File: src/rtl/euclid_gcd_dpath.sv
module euclid_gcd_dpath #(
  parameter int W = 16
) (
  input  logic         clk,
  input  logic         rst,
  input  logic         ld,
  input  logic         run,
  input  logic [W-1:0] in_a,
  input  logic [W-1:0] in_b,
  output logic         a_lt_b,
  output logic         b_zero,
  output logic [W-1:0] gcd_o
);
  logic [W-1:0] a_q, b_q;
  logic [W-1:0] diff;

  assign a_lt_b = a_q < b_q;
  assign b_zero = (b_q == '0);
  assign diff   = a_q - b_q;
  assign gcd_o  = a_q;

  always_ff @(posedge clk) begin
    if (rst) begin
      a_q <= '0;
      b_q <= '0;
    end else if (ld) begin
      a_q <= in_a;
      b_q <= in_b;
    end else if (run) begin
      if (a_lt_b) begin
        a_q <= b_q;
        b_q <= a_q;
      end else if (!b_zero) begin
        a_q <= diff;
      end
    end
  end

  // an iteration step never increases the operand sum
  p_sum_shrinks_r4: assert property (@(posedge clk) disable iff (rst)
    (run && !ld) |=> ({1'b0, a_q} + {1'b0, b_q}) <= ({1'b0, $past(a_q)} + {1'b0, $past(b_q)}));

  // registers are frozen when neither loading nor iterating
  p_hold_regs_r6: assert property (@(posedge clk) disable iff (rst)
    (!run && !ld) |=> ($stable(a_q) && $stable(b_q)));
endmodule

File: src/rtl/euclid_gcd_ctrl.sv
module euclid_gcd_ctrl (
  input  logic clk,
  input  logic rst,
  input  logic in_valid,
  input  logic out_ready,
  input  logic b_zero,
  output logic in_ready,
  output logic out_valid,
  output logic ld,
  output logic run
);
  typedef enum logic [1:0] {S_IDLE = 2'd0, S_CALC = 2'd1, S_DONE = 2'd2} state_t;
  state_t state_q, state_d;

  assign in_ready  = (state_q == S_IDLE);
  assign out_valid = (state_q == S_DONE);
  assign run       = (state_q == S_CALC);
  assign ld        = in_ready && in_valid;

  always_comb begin
    state_d = state_q;
    unique case (state_q)
      S_IDLE:  if (in_valid)  state_d = S_CALC;
      S_CALC:  if (b_zero)    state_d = S_DONE;
      S_DONE:  if (out_ready) state_d = S_IDLE;
      default:                state_d = S_IDLE;
    endcase
  end

  always_ff @(posedge clk) begin
    if (rst) state_q <= S_IDLE;
    else     state_q <= state_d;
  end

  // after accepting operands, not ready next cycle
  p_busy_after_load_r2: assert property (@(posedge clk) disable iff (rst)
    ld |=> (run && !in_ready));

  // computing keeps in_ready low until the result leaves
  p_no_ready_while_calc_r3: assert property (@(posedge clk) disable iff (rst)
    (run && !b_zero) |=> !in_ready);
endmodule

File: src/rtl/euclid_gcd_unit.sv
module euclid_gcd_unit #(
  parameter int W = 16
) (
  input  logic         clk,
  input  logic         rst,
  input  logic [W-1:0] in_a,
  input  logic [W-1:0] in_b,
  input  logic         in_valid,
  output logic         in_ready,
  output logic [W-1:0] out_gcd,
  output logic         out_valid,
  input  logic         out_ready
);
  logic ld, run, a_lt_b, b_zero;

  euclid_gcd_ctrl u_ctrl (
    .clk(clk), .rst(rst), .in_valid(in_valid), .out_ready(out_ready),
    .b_zero(b_zero), .in_ready(in_ready), .out_valid(out_valid),
    .ld(ld), .run(run)
  );

  euclid_gcd_dpath #(.W(W)) u_dpath (
    .clk(clk), .rst(rst), .ld(ld), .run(run), .in_a(in_a), .in_b(in_b),
    .a_lt_b(a_lt_b), .b_zero(b_zero), .gcd_o(out_gcd)
  );

  // result held under backpressure
  p_hold_result_r6: assert property (@(posedge clk) disable iff (rst)
    (out_valid && !out_ready) |=> (out_valid && $stable(out_gcd)));

  // result taken -> ready again next cycle
  p_release_r7: assert property (@(posedge clk) disable iff (rst)
    (out_valid && out_ready) |=> (in_ready && !out_valid));

  // the two channel flags are exclusive
  p_exclusive_r8: assert property (@(posedge clk) disable iff (rst)
    !(in_ready && out_valid));

  // first cycle out of reset is idle
  p_reset_idle_r1: assert property (@(posedge clk)
    $past(rst) |-> (in_ready && !out_valid));
endmodule

File: config.mk
export PLATFORM = sky130hd
export DESIGN_NAME = euclid_gcd_unit
export DESIGN_NICKNAME = d
export VERILOG_FILES = /design/src/rtl/euclid_gcd_dpath.sv /design/src/rtl/euclid_gcd_ctrl.sv /design/src/rtl/euclid_gcd_unit.sv
export SDC_FILE = /design/constraint.sdc
export NUM_CORES = 1
export LEC_CHECK = 0
export BUFFER_PORTS_ARGS = -buffer_cell sky130_fd_sc_hd__buf_4
export CORE_MARGIN = 2
export CORE_UTILIZATION = 45
export CTS_CLUSTER_DIAMETER = 150
export DETAILED_ROUTE_END_ITERATION = 12
export GPL_TIMING_DRIVEN = 0
export PLACE_DENSITY = 0.67
export SYNTH_ARGS = -nofsm -noshare
export SYNTH_HDL_FRONTEND = slang
export SYNTH_SLANG_ARGS = --single-unit
File: constraint.sdc
create_clock -name clk -period 2.85 [get_ports clk]
set_input_delay 0.1425 -clock clk [delete_from_list [all_inputs] [get_ports clk]]
set_output_delay 0.1425 -clock clk [all_outputs]
set_load 0.005 [all_outputs]
==> results summary <==
In the final layout, flip-flops and latches occupy ~680 sq um. The top layer reached by signal wires is met4. The share of power burned in registers came out at 21.0%. The cell sitting at the root of the clock tree is a sky130_fd_sc_hd__clkbuf_8. The growth of design area from synthesis to finish came out at 25.8%. The cell count of the worst reg-to-reg path is 11. The initialized floorplan defines 28 standard-cell rows. The count of buffers inserted at the top-level ports is between 50 and 60.

The number of buffers added by the clock tree synthesis step came out at 5. STA puts the critical path data required time at 3060 ps. The iteration count of the initial detailed-routing pass is 4. The static leakage power came out at about 1.4 nW. The kind of launch point of the worst setup path is a flop.

The boundary pin count came out at 54. For this configuration, the core starts out at a cell density of 46.0%. The synthesized instance count is between 300 and 400. Measured against its own limit, the worst slew margin works out to a little over half.

The minimum clock period after layout is 2660 ps. In the synthesized netlist the dominant register cell turns out to be sky130_fd_sc_hd__dfxtp_1. The register bit count reported by yosys is 34. The synthesized area per cell is ~8.3 sq um. The area of the die came out at roughly 0.0066 sq mm. The final total negative setup slack is 0 ps. The HPWL after detailed placement is 5800 um. The post-detailed-route wirelength per cell came out at around 16 um. The first-pass GRT wire length is roughly 12,000 um.

The routed wire length on met3 is around 490 um. The H-tree was split into 2 levels. The DRC violations left is 0. The post-synthesis net count came out at 377. The final antenna diode count came out at 0.

For this block, the routed nets add up to roughly 7600 um of wire. The routed design uses 3600 um of met2 wire. The final number of max-transition violations is 0.

The kind of end point of the critical path is a flop. The worst hold-check slack came out at around 140 ps. The switching power summed over all nets came out at about 1.6 mW.

The worst register-to-register path begins at u_dpath.gcd_o[0]. The ratio of final minimum period to clock period is approximately 93%. The cell count of the worst hold path came out at 3. The pin count of the biggest net entering global routing is 12. The initial antenna violation count came out at 0.

The power density relative to cell area is ~1000 mW/mm^2. The data arrival time of the critical path came out at ~2900 ps. The share of layout cells above drive strength 1 came out at between 20 and 30%. The startpoint of the worst setup timing path is u_dpath.gcd_o[0]. The layout has slightly below 600 filler cells. The detailed-route wire length on metal 1 is between 3000 and 4000 um. Per report_power, the combinational group accounts for 66.2% of the total. The class of the most critical hold timing path is in -> reg.

The critical register-to-register path endpoint is u_dpath.gcd_o[1]. In this run the most critical hold path is launched from in_b[13]. The register-to-register path setup slack is about 190 ps. TritonCTS built the clock tree. The final count of hold timing violations is 0.

The peak supply drop is slightly below 0.0005 V. The total area of multi-input combinational cells came out at about 0.0018 sq mm. Yosys printed 0 warnings. In this run the vertical extent of the chip is 81.3 um. The slew at the pin closest to its max-slew limit is just under 700 ps.

The total global routing overflow is 0. The number of max-capacitance violations reported came out at 0. The later-pin clock latency in the skew report came out at ~300 ps. The internal power of the cells totals 1.96 mW.

The number of sinks driven by the clock tree is 34. The worst setup path is of the reg -> reg kind. In the final design database the tool counted 446 nets. Routability-driven placement finished with a final weighted congestion of approximately 0.86. For this block, the initial DRC count from the detailed router was ~130. Sequential elements use between 20 and 30% of the synthesized area. The portion of total power attributed to the clock network is between 10% and 20%. The worst-case clock skew came out at around 7 ps. The global-route total usage across every layer is between 20 and 25%.

The async set-reset flop share out of synthesis is 0%. The longest clock path from root to sink contains 2 buffers. The register clock-pin slew on the reported worst setup and hold paths came out at 70 ps. The worst hold path terminates at u_dpath.b_q[13]. In the routed layout, each cell is associated on average with a via count of 5.68. The count of nets left with antenna violations after detail routing is 0. The number of enable flip-flop cells after synthesis is 0.

The count of cell types in the netlist came out at just under 60. The run finished with clean final reports. Setup repair after global routing left no endpoint under its margin. The width of the chip is 81.3 um. The highest fanout seen on the critical path is 8.

The total via count after detailed routing is between 2,000 and 3,000. The region available for standard cell placement spans between 0.005 and 0.006 sq mm. The number of setup violations in the final report came out at 0.

The via count of the first global-routing pass came out at roughly 2,500. The post-synth design cell area came out at roughly 0.0027 sq mm. The net switching share of the total power came out at about 45%. For this run, the top clock speed supported by timing is approximately 380 MHz.
-- flip-flops by register name, summed over array words and instances (netlist names) --
register and flops:
u_dpath.gcd_o 16, u_ctrl.state_q 2, u_dpath.b_q 16
-- cells by family (layout without fill, tap and decap cells) --
group	count (synthesis)	after routing	synth area share [%]
and+or+nand+nor	119	119	20.4
DFF	34	34	25.3
xor gates and xnor gates	11	11	3.58
AOI/OAI and AO/OA	99	99	30.7
buffers and inverters	39	109	9.95
muxes	5	5	1.86
adders and majority gates	17	17	8.19
-- layout make-up --
class	count	area share (%)
Clock inverter	3	1.18
Tap cell	75	2.77
Buffer	19	5.70
Multi-Input combinational cell	251	52.1
Timing Repair Buffer	62	13.9
Inverter	20	2.22
Sequential cell	34	20.2
Clock buffer	5	2.03
-- synthesized netlist by cell type (all sizes together), types with 3 or more instances --
master  count  share of area (%)
nand2      46                6.8
nor2       40                5.6
dfxtp      34                 25
a21oi      21                4.0
inv        20                2.8
a311oi     17                8.1
ha         16                7.4
o21ai      15                2.8
clkbuf     13                4.5
a211oi     11                3.3
xor2        6                2.0
a221oi      5                2.1
a31oi       5                1.7
and3        5                1.2
buf         5                2.3
mux2i       5                1.9
nor4        5                1.2
xnor2       5                1.6
a21o        4                1.2
nand2b      4               0.93
nor3        4               0.93
o211ai      4                1.3
o21a        4                1.1
nand4       3               0.70
nor2b       3               0.70
-- worst max path at each step --
stage / slack, ps / end / cells after the start
3_5_place_dp: -290 / u_dpath.gcd_o[6] / 11
6_report: 190 / u_dpath.gcd_o[1] / 11
3_3_place_gp: -260 / u_dpath.gcd_o[6] / 11
5_1_grt: 20 / u_dpath.gcd_o[1] / 10
4_1_cts: 20 / u_dpath.gcd_o[6] / 11
2_1_floorplan: 210 / u_dpath.gcd_o[6] / 11
-- metal layers --
layer	GRT usage [%]	vias up
met3	4.00	11
met2	40.0	92
li1	-	1319
met4	5.59	0
met5	0	-
met1	32.7	1244
-- worst max-delay path, stage by stage (launching register included) --
cell	delay (ps)
sky130_fd_sc_hd__dfxtp_2	340
sky130_fd_sc_hd__inv_1	80
sky130_fd_sc_hd__ha_1	210
sky130_fd_sc_hd__fa_2	240
sky130_fd_sc_hd__nand2b_1	150
sky130_fd_sc_hd__a21oi_2	80
sky130_fd_sc_hd__o32a_4	350
sky130_fd_sc_hd__a311oi_4	430
sky130_fd_sc_hd__nor3_4	120
sky130_fd_sc_hd__buf_6	170
sky130_fd_sc_hd__buf_4	150
sky130_fd_sc_hd__a221oi_2	250
-- power by group through the flow --
| stage | sequential (mW) | combinational [mW] | clock (mW) |
|---|---|---|---|
| finish | 0.747 | 2.35 | 0.455 |
| detailed placement | 0.754 | 2.17 | 0 |
| global route | 0.766 | 2.57 | 0.475 |
| CTS | 0.746 | 2.29 | 0.456 |
| global placement | 0.758 | 2.14 | 0 |
| floorplan | 0.717 | 1.65 | 0 |
-- layout by cell type, fill, tap and decap left out, types with 3 or more instances in the layout --
cell,count
sky130_fd_sc_hd__xor2_1,6
sky130_fd_sc_hd__a311oi_2,10
sky130_fd_sc_hd__a221oi_1,3
sky130_fd_sc_hd__clkbuf_8,12
sky130_fd_sc_hd__xnor2_1,5
sky130_fd_sc_hd__nand2b_1,4
sky130_fd_sc_hd__buf_6,4
sky130_fd_sc_hd__a31oi_1,4
sky130_fd_sc_hd__a311oi_1,6
sky130_fd_sc_hd__o21ai_0,15
sky130_fd_sc_hd__ha_1,16
sky130_fd_sc_hd__buf_4,62
sky130_fd_sc_hd__a21oi_1,20
sky130_fd_sc_hd__inv_1,20
sky130_fd_sc_hd__dfxtp_1,33
sky130_fd_sc_hd__mux2i_1,5
sky130_fd_sc_hd__nand4_1,3
sky130_fd_sc_hd__nand2_1,42
sky130_fd_sc_hd__clkbuf_1,4
sky130_fd_sc_hd__o21a_1,4
sky130_fd_sc_hd__nor2_1,40
sky130_fd_sc_hd__nor3_1,3
sky130_fd_sc_hd__o211ai_1,3
sky130_fd_sc_hd__and3_1,5
sky130_fd_sc_hd__nor4_1,5
sky130_fd_sc_hd__nand2_2,4
sky130_fd_sc_hd__a211oi_1,10
sky130_fd_sc_hd__nor2b_1,3
-- stage by stage --
| stage | utilization [%] | setup WS [ps] | instances | area [sq um] | total power, mW |
|---|---|---|---|---|---|
| 6_report | 57.8 | 187 | 469 | 3380 | 3.55 |
| 3_5_place_dp | 54.4 | -294 | 452 | 3180 | 2.92 |
| 3_3_place_gp | 54.4 | -260 | 452 | 3180 | 2.90 |
| 4_1_cts | 57.3 | 15.1 | 466 | 3350 | 3.49 |
| 2_1_floorplan | - | 214 | 324 | 2690 | 2.37 |
| 5_1_grt | 57.8 | 15.0 | 469 | 3380 | 3.81 |
-- repair_timing --
action,in CTS,in global routing
pin swaps,3,3
buffers inserted,6,3
gates resized for setup,2,4
hold buffers,0,0
setup endpoints to repair,19,25
cloned,0,0
Note: power is estimated with default switching activity, not from simulation.
